$ cat src/rtl/boot_seq_pkg.sv
package boot_seq_pkg;

  typedef enum logic [2:0] {
    ST_RESET    = 3'd0,
    ST_BUSWAIT  = 3'd1,
    ST_DMA      = 3'd2,
    ST_HOSTWAIT = 3'd3,
    ST_RUN      = 3'd4
  } seq_state_e;

  typedef struct packed {
    logic host_mem;   // memory configuration strap
    logic no_boot;    // skip automatic boot
    logic host_load;  // host fills internal memory
  } strap_t;

  function automatic seq_state_e pick_boot(input strap_t s);
    if (s.host_load)    return ST_HOSTWAIT;
    else if (s.no_boot) return ST_RUN;
    else                return ST_DMA;
  endfunction

endpackage

$ cat src/rtl/boot_lock_timer.sv
module boot_lock_timer #(
  parameter int LOCK_CYCLES = 2000
) (
  input  logic clk,
  input  logic por_n,
  output logic busy
);
  localparam int CW = $clog2(LOCK_CYCLES + 1);
  localparam logic [CW-1:0] LAST = CW'(LOCK_CYCLES - 1);

  logic [CW-1:0] cnt_q, cnt_d;
  logic          flag_q, flag_d;

  always_comb begin
    cnt_d  = cnt_q;
    flag_d = flag_q;
    if (flag_q) begin
      if (cnt_q == LAST) flag_d = 1'b0;
      else               cnt_d  = cnt_q + 1'b1;
    end
  end

  always_ff @(posedge clk or negedge por_n) begin
    if (!por_n) begin
      cnt_q  <= '0;
      flag_q <= 1'b1;
    end else begin
      cnt_q  <= cnt_d;
      flag_q <= flag_d;
    end
  end

  assign busy = flag_q;


  cold_once_chk: assert property (@(posedge clk) disable iff (!por_n)
    !flag_q |=> !flag_q);

endmodule

$ cat src/rtl/boot_strap_latch.sv
module boot_strap_latch
  import boot_seq_pkg::*;
(
  input  logic   clk,
  input  logic   por_n,
  input  logic   capture,
  input  logic   mode_a,
  input  logic   mode_b,
  input  logic   mode_c,
  output strap_t strap_q
);
  strap_t strap_d;

  always_comb begin
    strap_d = strap_q;
    if (capture) begin
      strap_d.host_load = mode_a;
      strap_d.no_boot   = mode_b;
      strap_d.host_mem  = mode_c;
    end
  end

  always_ff @(posedge clk or negedge por_n) begin
    if (!por_n) strap_q <= '0;
    else        strap_q <= strap_d;
  end


  strap_hold_chk: assert property (@(posedge clk) disable iff (!por_n)
    !capture |=> $stable(strap_q));

endmodule

$ cat src/rtl/boot_byte_loader.sv
module boot_byte_loader #(
  parameter int BOOT_WORDS = 32,
  parameter int BM_AW      = 16,
  parameter int PM_AW      = 14
) (
  input  logic             clk,
  input  logic             por_n,
  input  logic             active,
  input  logic             bm_valid,
  input  logic [7:0]       bm_data,
  output logic             bm_req,
  output logic [BM_AW-1:0] bm_addr,
  output logic             pm_we,
  output logic [PM_AW-1:0] pm_addr,
  output logic [23:0]      pm_wdata,
  output logic             done
);
  localparam int WCW = $clog2(BOOT_WORDS + 1);
  localparam logic [WCW-1:0] WORDS = WCW'(BOOT_WORDS);

  logic [WCW-1:0]   word_q, word_d, widx_q, widx_d;
  logic [1:0]       sub_q, sub_d;
  logic [BM_AW-1:0] addr_q, addr_d;
  logic [7:0]       hi_q, hi_d, mid_q, mid_d;
  logic [23:0]      wdat_q, wdat_d;
  logic             we_q, we_d;
  logic             take;

  assign done   = (word_q == WORDS);
  assign bm_req = active && !done;
  assign take   = bm_req && bm_valid;

  always_comb begin
    word_d = word_q;
    widx_d = widx_q;
    sub_d  = sub_q;
    addr_d = addr_q;
    hi_d   = hi_q;
    mid_d  = mid_q;
    wdat_d = wdat_q;
    we_d   = 1'b0;
    if (!active) begin
      word_d = '0;
      sub_d  = '0;
      addr_d = '0;
    end else if (take) begin
      addr_d = addr_q + 1'b1;
      case (sub_q)
        2'd0: begin hi_d  = bm_data; sub_d = 2'd1; end
        2'd1: begin mid_d = bm_data; sub_d = 2'd2; end
        default: begin
          we_d   = 1'b1;
          wdat_d = {hi_q, mid_q, bm_data};
          widx_d = word_q;
          word_d = word_q + 1'b1;
          sub_d  = 2'd0;
        end
      endcase
    end
  end

  always_ff @(posedge clk or negedge por_n) begin
    if (!por_n) begin
      word_q <= '0;
      widx_q <= '0;
      sub_q  <= '0;
      addr_q <= '0;
      hi_q   <= '0;
      mid_q  <= '0;
      wdat_q <= '0;
      we_q   <= 1'b0;
    end else begin
      word_q <= word_d;
      widx_q <= widx_d;
      sub_q  <= sub_d;
      addr_q <= addr_d;
      hi_q   <= hi_d;
      mid_q  <= mid_d;
      wdat_q <= wdat_d;
      we_q   <= we_d;
    end
  end

  assign bm_addr  = addr_q;
  assign pm_we    = we_q;
  assign pm_addr  = PM_AW'(widx_q);
  assign pm_wdata = wdat_q;


  pm_idx_chk: assert property (@(posedge clk) disable iff (!por_n)
    pm_we |-> (widx_q < WORDS));


  stall_chk: assert property (@(posedge clk) disable iff (!por_n)
    (bm_req && !bm_valid) |=> ($stable(addr_q) || !active));

endmodule

$ cat src/rtl/boot_seq_top.sv
module boot_seq_top
  import boot_seq_pkg::*;
#(
  parameter int LOCK_CYCLES = 2000,
  parameter int BOOT_WORDS  = 32,
  parameter int BM_AW       = 16,
  parameter int PM_AW       = 14
) (
  input  logic             clk,
  input  logic             por_n,
  input  logic             rst_req_n,
  input  logic             mode_a,
  input  logic             mode_b,
  input  logic             mode_c,
  input  logic             bus_req,
  input  logic             bm_valid,
  input  logic [7:0]       bm_data,
  input  logic             host_we,
  input  logic [PM_AW-1:0] host_addr,
  output logic             bm_req,
  output logic [BM_AW-1:0] bm_addr,
  output logic             pm_we,
  output logic [PM_AW-1:0] pm_addr,
  output logic [23:0]      pm_wdata,
  output logic             core_hold,
  output logic             core_go,
  output logic             fetch_ext,
  output logic             sp_clear,
  output logic             irq_mask,
  output logic             stat_clear,
  output logic             host_mem_mode
);
  seq_state_e state_q, state_d;
  strap_t     strap_q;
  logic       lock_busy, load_done, go_q, go_d;

  boot_lock_timer #(.LOCK_CYCLES(LOCK_CYCLES)) u_lock (
    .clk(clk), .por_n(por_n), .busy(lock_busy)
  );

  boot_strap_latch u_strap (
    .clk(clk), .por_n(por_n), .capture(!rst_req_n),
    .mode_a(mode_a), .mode_b(mode_b), .mode_c(mode_c), .strap_q(strap_q)
  );

  boot_byte_loader #(.BOOT_WORDS(BOOT_WORDS), .BM_AW(BM_AW), .PM_AW(PM_AW)) u_load (
    .clk(clk), .por_n(por_n), .active(state_q == ST_DMA),
    .bm_valid(bm_valid), .bm_data(bm_data), .bm_req(bm_req), .bm_addr(bm_addr),
    .pm_we(pm_we), .pm_addr(pm_addr), .pm_wdata(pm_wdata), .done(load_done)
  );

  always_comb begin
    state_d = state_q;
    if (!rst_req_n) begin
      state_d = ST_RESET;
    end else begin
      case (state_q)
        ST_RESET:    if (!lock_busy) state_d = bus_req ? ST_BUSWAIT : pick_boot(strap_q);
        ST_BUSWAIT:  if (!bus_req)   state_d = pick_boot(strap_q);
        ST_DMA:      if (load_done)  state_d = ST_RUN;
        ST_HOSTWAIT: if (host_we && host_addr == '0) state_d = ST_RUN;
        ST_RUN:      state_d = ST_RUN;
        default:     state_d = ST_RESET;
      endcase
    end
    go_d = (state_q != ST_RUN) && (state_d == ST_RUN);
  end

  always_ff @(posedge clk or negedge por_n) begin
    if (!por_n) begin
      state_q <= ST_RESET;
      go_q    <= 1'b0;
    end else begin
      state_q <= state_d;
      go_q    <= go_d;
    end
  end

  assign core_hold     = (state_q != ST_RUN);
  assign core_go       = go_q;
  assign fetch_ext     = (state_q == ST_RUN) && strap_q.no_boot && !strap_q.host_load;
  assign sp_clear      = (state_q == ST_RESET);
  assign irq_mask      = (state_q == ST_RESET);
  assign stat_clear    = (state_q == ST_RESET);
  assign host_mem_mode = strap_q.host_mem;


  rst_act_chk: assert property (@(posedge clk) disable iff (!por_n)
    !rst_req_n |=> (sp_clear && irq_mask && stat_clear && core_hold));


  lock_hold_chk: assert property (@(posedge clk) disable iff (!por_n)
    lock_busy |-> (core_hold && !bm_req));


  bus_wait_chk: assert property (@(posedge clk) disable iff (!por_n)
    (state_q == ST_BUSWAIT && bus_req && rst_req_n) |=> (state_q == ST_BUSWAIT));


  dma_hold_chk: assert property (@(posedge clk) disable iff (!por_n)
    (bm_req || pm_we) |-> core_hold);


  host_hold_chk: assert property (@(posedge clk) disable iff (!por_n)
    (state_q == ST_HOSTWAIT && rst_req_n && !(host_we && host_addr == '0)) |=> core_hold);


  go_pulse_chk: assert property (@(posedge clk) disable iff (!por_n)
    core_go |=> !core_go);

endmodule

$ cat config.mk
export PLATFORM = sky130hd
export DESIGN_NAME = boot_seq_top
export DESIGN_NICKNAME = d
export VERILOG_FILES = /design/src/rtl/boot_seq_pkg.sv /design/src/rtl/boot_lock_timer.sv /design/src/rtl/boot_strap_latch.sv /design/src/rtl/boot_byte_loader.sv /design/src/rtl/boot_seq_top.sv
export SDC_FILE = /design/constraint.sdc
export NUM_CORES = 1
export LEC_CHECK = 0
export ABC_AREA = 0
export BUFFER_PORTS_ARGS = -buffer_cell sky130_fd_sc_hd__buf_2
export CORE_ASPECT_RATIO = 0.5
export CORE_MARGIN = 2
export CORE_UTILIZATION = 30
export CTS_CLUSTER_SIZE = 8
export DETAILED_ROUTE_END_ITERATION = 7
export SYNTH_ARGS = -nofsm -noshare
export SYNTH_HDL_FRONTEND = slang
export SYNTH_SLANG_ARGS = --single-unit
$ cat constraint.sdc
create_clock -name clk -period 3.6 [get_ports clk]
set_clock_uncertainty 0.15 [all_clocks]
set_input_delay 0 -clock clk [delete_from_list [all_inputs] [get_ports clk]]
set_output_delay 0 -clock clk [all_outputs]
set_load 0.01 [all_outputs]
==> results.md, run 1 <==
- Gr ovfl total: 0
- Synth cell types: 50
- Unrepaired setup endpoints after global routing: no
- Setup tns final: 0 ns
- Setup violations, final: 0
- Via count: 2,812
- GR Util All Layers: 11.8%
- Slowest cell delay on critical path: 0.57 ns
- Relative slew slack: 34.4%
- Die area: 14,500 sq um
- Non-Filler Instances: 609
- Vias in the first global route: 2,724
- Worst-margin pin slew: 0.985 ns
- CTS tree: yes
- Fmax: 365 MHz
- Final period util: 76.2%
- Max Cap Viol: 0
- WL final: 8160 microns
- DRT iter0 DRCs: 173
- Register area share after synthesis: 55.5%
- Count of pins over their slew limit: 0
- Crit-path cells: inv_1 -> ha_1 -> nand4bb_1 -> or2_2 -> o32a_1 -> a31oi_1 -> dlygate4sd3_1
- PostCTS Resize Cnt: 0
- Max IR drop VDD: 0.389 mV
- CP Launch Type: flip-flop
- Final Power: 2.35 mW
- Share of cells above drive strength 1: 36.0%
- Cell Area, Placed: 4610 sq um
- Detailed-route wire length per cell: 13.4 microns
- Global-route wire length before repair: 13,600 microns
- Die X: 169 microns
- Worst hold path class: in2reg
- Pwr Density: 460 nW/um^2
- CTS buffer count: 9
- Post-route DRC: 0
- Design Area, Final: 5110 sq um
- Fraction of registers with async set/reset: 100%
- Top FF cell, synth: dfrtp_1
- Initial Utilization: 31.3%
- Mapped cell area: 4060 sq um
- Hpwl dp: 5580 microns
- Largest net degree at the start of global routing: 81
- LEAKAGE: 2.56 nW
- RD Place Congestion: 0.736
- Initial antenna violation count: 0
- First-pass iteration count of the detailed router: 4
- Cells after Synth: 333
- Min cycle time layout: 2.74 ns
- CTS Sinks: 90
- Final hold violation count: 0
- Antenna cells: 0
- Register bit total from synthesis: 90
- Clock slew at the register clock pins of the worst setup and hold paths: 0.06 ns
- Crit path required time: 3.72 ns
- Row count: 29
- Crit path DAT: 2.86 ns
- Slowest-stage cell, CP: dlygate4sd3_1
- Fin util: 39.5%
- Yosys warning count: 0
- H-Tree Depth: 3
- EDFF count, synth: 0
- Final ANT Viol Nets: 0
- Die height: 86.3 microns
- Vias per inst: 4.62
- Number of port buffers: 85
- Crit-path max FO: 10
- Core Box Area: 13,000 sq um
- Critical path class: reg2reg
- Synth-to-layout area growth: 25.9%
- Clock Path Buffers: 2
- CTS root buf: clkbuf_16
- Worst skew pair latency: 0.34 ns
- Syn avg cell area: 12.2 sq um
- Boundary Pins: 94
- Placed cells: 574
- Net count, final: 469
- Status: finished, final reports clean
- Worst Setup End Kind: flip-flop
## routing by layer
metal | vias to the layer above | GRT usage [%] | wire (microns) | share of wire [%]
li1 | 1377 | - | - | -
met1 | 1373 | 14.3 | 3630 | 44
met2 | 51 | 19.9 | 4000 | 49
met3 | 11 | 3.65 | 377 | 4.6
met4 | 0 | 4.55 | 151 | 1.9
met5 | - | 0 | 0 | 0
## stage by stage
stage / worst slack (ns) / hold slack, ns
global route: 0.698 / 0.141
global placement: 1.01 / 0.0832
finish: 0.857 / 0.117
floorplan: 1.52 / -0.446
detailed placement: 0.934 / 0.0804
CTS: 0.912 / 0.101
## cell usage after synthesis (6+ instances only)
cell type / n / area [sq um]
nand2_1: 16 / 60.1
buf_4: 10 / 75.1
mux2_2: 39 / 439
or4_1: 6 / 45.0
dfrtp_1: 89 / 2230
or3_1: 6 / 37.5
nand4_1: 8 / 50.1
xor2_1: 13 / 114
nand3_1: 7 / 35.0
mux2_4: 8 / 120
clkbuf_1: 6 / 22.5
o21ai_0: 9 / 45.0
inv_1: 8 / 30.0
a21oi_1: 14 / 70.1
nor2_1: 24 / 90.1
## state kept, by name (all words and copies together), names as in the netlist, 2 cells and up
| register | count |
|---|---|
| u_load.bm_addr | 16 |
| u_load.pm_wdata | 24 |
| u_load.word_q | 6 |
| state_q | 3 |
| u_strap.strap_q | 3 |
| u_lock.cnt_q | 11 |
| u_load.widx_q | 6 |
| u_load.mid_q | 8 |
| u_load.hi_q | 8 |
| u_load.sub_q | 2 |
## final timing paths
kind	startpoint	to	slack, ns	cells after the start
worst max register to register	u_load.word_q[0]	state_q[2]	0.86	7
min in group asynchronous	por_n	u_load.mid_q[4]	0.22	2
worst min register to register	u_lock.cnt_q[10]	u_lock.cnt_q[10]	0.32	1
worst max-delay path	u_load.word_q[0]	state_q[2]	0.86	7
max in group asynchronous	por_n	u_load.bm_addr[3]	2.32	3
worst min-delay path	host_addr[7]	core_go	0.12	5
## cells in the final DEF, fill, tap and decap left out, types with 4 or more instances in the layout
| cell type | count |
|---|---|
| xor2_1 | 13 |
| or3_1 | 6 |
| and3_1 | 5 |
| conb_1 | 8 |
| clkbuf_16 | 9 |
| nand2_1 | 16 |
| mux2_2 | 39 |
| or4_1 | 6 |
| buf_4 | 4 |
| o31ai_1 | 5 |
| xnor2_1 | 4 |
| o21ai_0 | 9 |
| ha_1 | 4 |
| nor2_1 | 24 |
| dfrtp_1 | 89 |
| inv_1 | 8 |
| a21oi_1 | 14 |
| and4_1 | 5 |
| nand3_1 | 7 |
| nand4_1 | 8 |
| dlygate4sd3_1 | 19 |
| inv_6 | 5 |
| nor3_1 | 4 |
| o211ai_1 | 4 |
| buf_2 | 84 |
| mux2_4 | 8 |
## cells by family (layout without fill, tap and decap cells)
family	count (synthesis)	in the layout	synth area share [%]
muxes	49	49	14.3
buffers and inverters	32	131	4.44
xor gates and xnor gates	17	17	3.67
adders and majority gates	4	4	1.23
DFF	90	90	55.5
AOI/OAI and AO/OA	43	43	7.03
other	1	8	0.0924
and+or+nand+nor	97	97	13.8
## power breakdown
part,switching [mW],internal [mW]
registers,0.0503,1.09
logic,0.104,0.140
clock network,0.399,0.569
## final cells by class
cell class                      instances  area (sq um)
Fill cell                            1236          7840
Clock inverter                          6          73.8
Timing Repair Buffer                  107           641
Sequential cell                        90          2250
Inverter                                8          30.0
Clock buffer                           10           239
Multi-Input combinational cell        218          1660
Tap cell                              170           213
## critical path: cells and delay by family, from the launching register on
family / cells / cell delay (ns)
compound gates: 2 / 0.36
fa+ha+maj: 1 / 0.16
simple gates: 2 / 0.93
flops: 1 / 0.40
buf+inv: 2 / 0.69
## what timing repair did
item | 4_1_cts | 5_1_grt
setup buffers | 0 | 0
endpoints found under the setup margin | 0 | 0
hold buffers | 19 | 0
hold endpoints to repair | 111 | 0
Power figures use the tool's default switching activity.
==> run 2, diff against run 1 <==
==> constraint.sdc (replaced) <==
create_clock -name clk -period 2.2 [get_ports clk]
set_clock_uncertainty 0.15 [all_clocks]
set_input_delay 0 -clock clk [delete_from_list [all_inputs] [get_ports clk]]
set_output_delay 0 -clock clk [all_outputs]
set_load 0.01 [all_outputs]
==> results.md, run 2 (synthesized netlist as in run 1, its figures left out) <==
- Non-Filler Instances: 623 (+2.3%)
- Global-route wire length before repair: 14,200 microns (+4.3%)
- Relative slew slack: 60.6% (+26 points)
- Post-route DRC: 0 (unchanged)
- RD Place Congestion: 0.848 (+15%)
- Post-CTS setup buffers: 0 (unchanged)
- Crit path DAT: 2.16 ns (-0.70 ns)
- Hold Path Depth: 5 (unchanged)
- Crit-path max FO: 8 (-2)
- Vias in the first global route: 2,804 (+2.9%)
- Largest register FFs: 24 (unchanged)
- Synth-to-layout area growth: 28.9%
- Placed cells: 590 (+2.8%)
- Worst-margin pin slew: 0.591 ns (-0.394 ns)
- Most common cell after layout, fill and taps aside: dfrtp_1
- Max IR drop VDD: 0.332 mV (-15%)
- Largest net degree at the start of global routing: 47 (-42%)
- Net count, final: 484 (+3.2%)
- Antenna cells: 0 (unchanged)
- DRT iter0 DRCs: 141 (-18%)
- Number of port buffers: 85 (unchanged)
- Final period util: 95.2% (+19 points)
- Hpwl dp: 6060 microns (+8.6%)
- R2R Setup Slk: 0.11 ns (-0.75 ns)
- CP Launch Type: flip-flop
- Commonest non-fill, non-tap cells in the layout: dfrtp_1 (89), buf_2 (84), mux2_2 (39), nor2_1 (24), dlygate4sd3_1 (18)
- Worst Setup End Kind: flip-flop
- H-Tree Depth: 3 (unchanged)
- Setup tns final: 0 ns (unchanged)
- Final Power: 3.72 mW (+58%)
- CTS tree: yes
- LEAKAGE: 2.64 nW (+3.0%)
- CTS root buf: clkbuf_16
- FF-to-FF path depth: 8 (+1)
- Worst skew pair latency: 0.33 ns (about the same)
- Hold WS: 0.0194 ns (-0.0971 ns)
- Share of cells above drive strength 1: 38.2% (+2.2 points)
- Pwr Density: 711 nW/um^2 (+55%)
- Die area: 14,500 sq um (unchanged)
- CTS Sinks: 90 (unchanged)
- Max Cap Viol: 0 (unchanged)
- Detailed-route wire length per cell: 13.7 microns (+2.1%)
- Final ANT Viol Nets: 0 (unchanged)
- Setup violations, final: 0 (unchanged)
- Crit path required time: 2.27 ns (-1.45 ns)
- Hold Crit Start: host_addr[7]
- Unrepaired setup endpoints after global routing: no
- Filler cell count: 1,209 (-2.2%)
- Vias per inst: 4.67 (+1.2%)
- Row count: 29 (unchanged)
- Worst r2r src: u_load.word_q[0]
- Clock slew at the register clock pins of the worst setup and hold paths: 0.06 ns (about the same)
- Hold endpoint: state_q[2]
- WL final: 8520 microns (+4.4%)
- GR Util All Layers: 12.3% (+0.51 points)
- Initial antenna violation count: 0 (unchanged)
- Count of pins over their slew limit: 0 (unchanged)
- Core Box Area: 13,000 sq um (unchanged)
- Clock Path Buffers: 2 (unchanged)
- Fmax: 478 MHz (+31%)
- Die height: 86.3 microns (unchanged)
- Boundary Pins: 94 (unchanged)
- First-pass iteration count of the detailed router: 4 (unchanged)
- Via count: 2,912 (+3.6%)
- Min cycle time layout: 2.09 ns (-0.649 ns)
- CTS buffer count: 9 (unchanged)
- Gr ovfl total: 0 (unchanged)
- Worst hold path class: in2reg
- Initial Utilization: 31.3% (unchanged)
- Critical path class: reg2reg
- Die X: 169 microns (unchanged)
- Crit Reg-Reg Endpoint: u_load.hi_q[4]
- Status: finished, final reports clean
- Final hold violation count: 0 (unchanged)
==> run 2: critical path, stage by stage (launching register included) <==
cell and delay (ns):
dfrtp_1 0.34, inv_1 0.06, ha_1 0.20, nand4bb_1 0.10, buf_4 0.16, o21ai_4 0.07
or4_1 0.42, buf_6 0.17, mux2_4 0.30
==> run 2: per-layer routing <==
layer | routed length, microns | track usage, %
met1 | 4110 | 16.1
met2 | 4020 | 20.2
met3 | 282 | 3.15
met4 | 111 | 3.92
met5 | 0 | 0
==> run 2: stage by stage <==
step	area, sq um	util, %	setup WS [ns]
floorplan	4090	-	0.122
global placement	4770	36.8	0.142
detailed placement	4770	36.8	0.104
CTS	5230	40.4	0.0932
global route	5230	40.4	0.00231
finish	5230	40.4	0.106
==> run 2: how the worst max path moves through the flow <==
stage	slack, ns	endpoint	cells after the start	start
floorplan	0.12	u_load.hi_q[0]	8	u_load.word_q[0]
global placement	0.14	u_load.hi_q[7]	8	u_load.word_q[0]
detailed placement	0.10	u_load.hi_q[7]	8	u_load.word_q[0]
CTS	0.09	u_load.hi_q[0]	8	u_load.word_q[0]
global route	0.002	u_load.hi_q[3]	8	u_load.word_q[0]
finish	0.11	u_load.hi_q[4]	8	u_load.word_q[0]
==> run 2: layout make-up <==
| class | instances | area [sq um] | share of cell area [%] |
|---|---|---|---|
| inverter | 8 | 30.0 | 0.574 |
| clock buffer | 11 | 253 | 4.83 |
| timing repair buffer | 122 | 792 | 15.1 |
| sequential | 90 | 2250 | 43.1 |
| clock inverter | 4 | 27.5 | 0.526 |
| tap | 170 | 213 | 4.07 |
| multi-input combinational | 218 | 1660 | 31.8 |
==> run 2: power by group <==
part / total, mW / switching [mW] / internal, mW
logic: 0.422 / 0.182 / 0.240
clock network: 1.44 / 0.617 / 0.821
registers: 1.86 / 0.0795 / 1.78
total: 3.72 / 0.879 / 2.84
==> run 2: what timing repair did <==
item,4_1_cts,5_1_grt
resized for setup,0,1
hold buffers,18,0
hold endpoints to repair,77,0
endpoints found under the setup margin,0,8
==> run 3, diff against run 2 <==
--- a/config.mk
+++ b/config.mk
@@ -5,7 +5,6 @@
 export SDC_FILE = /design/constraint.sdc
 export NUM_CORES = 1
 export LEC_CHECK = 0
-export ABC_AREA = 0
 export BUFFER_PORTS_ARGS = -buffer_cell sky130_fd_sc_hd__buf_2
 export CORE_ASPECT_RATIO = 0.5
 export CORE_MARGIN = 2
==> constraint.sdc (replaced) <==
create_clock -name clk -period 2.4 [get_ports clk]
set_clock_uncertainty 0.15 [all_clocks]
set_input_delay 0 -clock clk [delete_from_list [all_inputs] [get_ports clk]]
set_output_delay 0 -clock clk [all_outputs]
set_load 0.01 [all_outputs]
==> results.md, run 3 (synthesized netlist as in run 1, its figures left out) <==
- Commonest non-fill, non-tap cells in the layout: dfrtp_1 (89), buf_2 (84), mux2_2 (39), nor2_1 (24), dlygate4sd3_1 (20)
- DRT iter0 DRCs: 150 (+6.4%)
- Gr ovfl total: 0 (unchanged)
- Die X: 169 microns (unchanged)
- Vias per inst: 4.75 (+1.6%)
- Pwr Density: 682 nW/um^2 (-4.1%)
- Largest register FFs: 24 (unchanged)
- Most common cell after layout, fill and taps aside: dfrtp_1
- Max IR drop VDD: 0.295 mV (-11%)
- GR Util All Layers: 12.5% (+0.18 points)
- Worst hold path class: in2reg
- Fmax: 442 MHz (-7.4%)
- Crit path from: u_load.word_q[0]
- Filler cell count: 1,230 (+1.7%)
- Worst Setup End Kind: flip-flop
- Die height: 86.3 microns (unchanged)
- Relative slew slack: 55.1% (-5.5 points)
- Critical path class: reg2reg
- Count of pins over their slew limit: 0 (unchanged)
- Crit-path cells: inv_1 -> ha_1 -> nand4bb_1 -> o21ai_4 -> buf_4 -> nor4b_4 -> buf_4 -> mux2_2
- Max Cap Viol: 0 (unchanged)
- CTS Sinks: 90 (unchanged)
- CTS buffer count: 9 (unchanged)
- Crit-path max FO: 8 (unchanged)
- LEAKAGE: 2.62 nW (-0.88%)
- Clock slew at the register clock pins of the worst setup and hold paths: 0.07 ns (about the same)
- First-pass iteration count of the detailed router: 4 (unchanged)
- Worst-margin pin slew: 0.673 ns (+0.0822 ns)
- Setup crit end: u_load.mid_q[2]
- Setup tns final: 0 ns (unchanged)
- RD Place Congestion: 0.783 (-7.8%)
- H-Tree Depth: 3 (unchanged)
- Slowest-stage cell, CP: dfrtp_1
- Final period util: 94.2% (-0.98 points)
- Row count: 29 (unchanged)
- Detailed-route wire length per cell: 13.8 microns (+1.1%)
- Crit path required time: 2.48 ns (+0.21 ns)
- WL final: 8540 microns (+0.27%)
- Final WS setup: 0.139 ns (+0.0330 ns)
- FF-to-FF path depth: 8 (unchanged)
- Slowest cell delay on critical path: 0.39 ns (-0.03 ns)
- Crit path DAT: 2.34 ns (+0.18 ns)
- Clock Path Buffers: 2 (unchanged)
- Antenna cells: 0 (unchanged)
- Boundary Pins: 94 (unchanged)
- Final ANT Viol Nets: 0 (unchanged)
- Unrepaired setup endpoints after global routing: no
- Vias in the first global route: 2,879 (+2.7%)
- Worst skew pair latency: 0.34 ns (about the same)
- Share of cells above drive strength 1: 37.5% (-0.69 points)
- Global-route wire length before repair: 14,400 microns (+1.6%)
- Min cycle time layout: 2.26 ns (+0.167 ns)
- Setup violations, final: 0 (unchanged)
- Crit Reg-Reg Endpoint: u_load.mid_q[2]
- Initial Utilization: 31.3% (unchanged)
- Final hold violation count: 0 (unchanged)
- Synth-to-layout area growth: 28.4%
- Net count, final: 478 (-1.2%)
- Post-route DRC: 0 (unchanged)
- Largest net degree at the start of global routing: 54 (+15%)
- Initial antenna violation count: 0 (unchanged)
- Core Box Area: 13,000 sq um (unchanged)
- R2R Setup Slk: 0.14 ns (+0.03 ns)
- CP Launch Type: flip-flop
- Number of port buffers: 85 (unchanged)
- Status: finished, final reports clean
- Hpwl dp: 6000 microns (-1.0%)
- Worst slack, placed: 0.0387 ns (-0.0656 ns)
- Worst r2r src: u_load.word_q[0]
- Die area: 14,500 sq um (unchanged)
- Via count: 2,935 (+0.79%)
- CTS root buf: clkbuf_16
- CTS tree: yes
- Top cell by count, worst path: buf_4
## run 3: power breakdown
group | switching, mW | total [mW] | internal, mW
clock network | 0.634 | 1.46 | 0.827
logic | 0.167 | 0.386 | 0.219
registers | 0.0752 | 1.71 | 1.63
total | 0.877 | 3.55 | 2.68
## run 3: per-stage QoR
stage / cell area (sq um) / power [mW] / utilization, % / hold WS [ns] / cells
global route: 5210 / 3.72 / 40.2 / 0.0704 / 618
floorplan: 4090 / 1.96 / - / -0.446 / 340
finish: 5210 / 3.55 / 40.2 / 0.0476 / 618
global placement: 4700 / 2.08 / 36.3 / -0.0608 / 582
detailed placement: 4700 / 2.10 / 36.3 / -0.0625 / 582
CTS: 5200 / 3.61 / 40.2 / 0.0235 / 618
## run 3: what timing repair did
item                       4_1_cts  5_1_grt
gates resized for setup          0        2
buffers inserted                 0        0
setup endpoints to repair        0        9
hold buffers                    20        0
hold endpoints to repair        85        0
## run 3: worst min path at each step
stage | from | endpoint | cells past startpoint | slack (ns)
global placement | por_n | u_load.sub_q[0] | 1 | -0.06
finish | host_addr[2] | state_q[2] | 5 | 0.05
global route | host_addr[5] | state_q[2] | 5 | 0.07
detailed placement | por_n | u_load.pm_wdata[20] | 1 | -0.06
floorplan | por_n | core_go | 0 | -0.45
CTS | host_addr[2] | state_q[2] | 5 | 0.02
## run 3: metal layers
layer	track usage, %	up-vias	wire (microns)
li1	-	1398	-
met1	16.9	1458	4150
met2	19.0	62	3860
met3	3.42	17	333
met4	5.09	0	197
met5	0	-	0
## run 3: worst max-delay path, delay by kind of cell (launching register included)
kind	cells	cell delay (ns)
simple gates	2	0.49
buf+inv	3	0.48
flops	1	0.39
mux	1	0.35
fa+ha+maj	1	0.20
compound gates	1	0.08
## run 3: cell type report
class | count | area (sq um) | area share, %
sequential | 90 | 2250 | 43.2
clock inverter | 7 | 82.6 | 1.58
clock buffer | 9 | 225 | 4.32
tap | 170 | 213 | 4.08
multi-input combinational | 218 | 1670 | 32.1
inverter | 8 | 30.0 | 0.576
timing repair buffer | 116 | 736 | 14.1
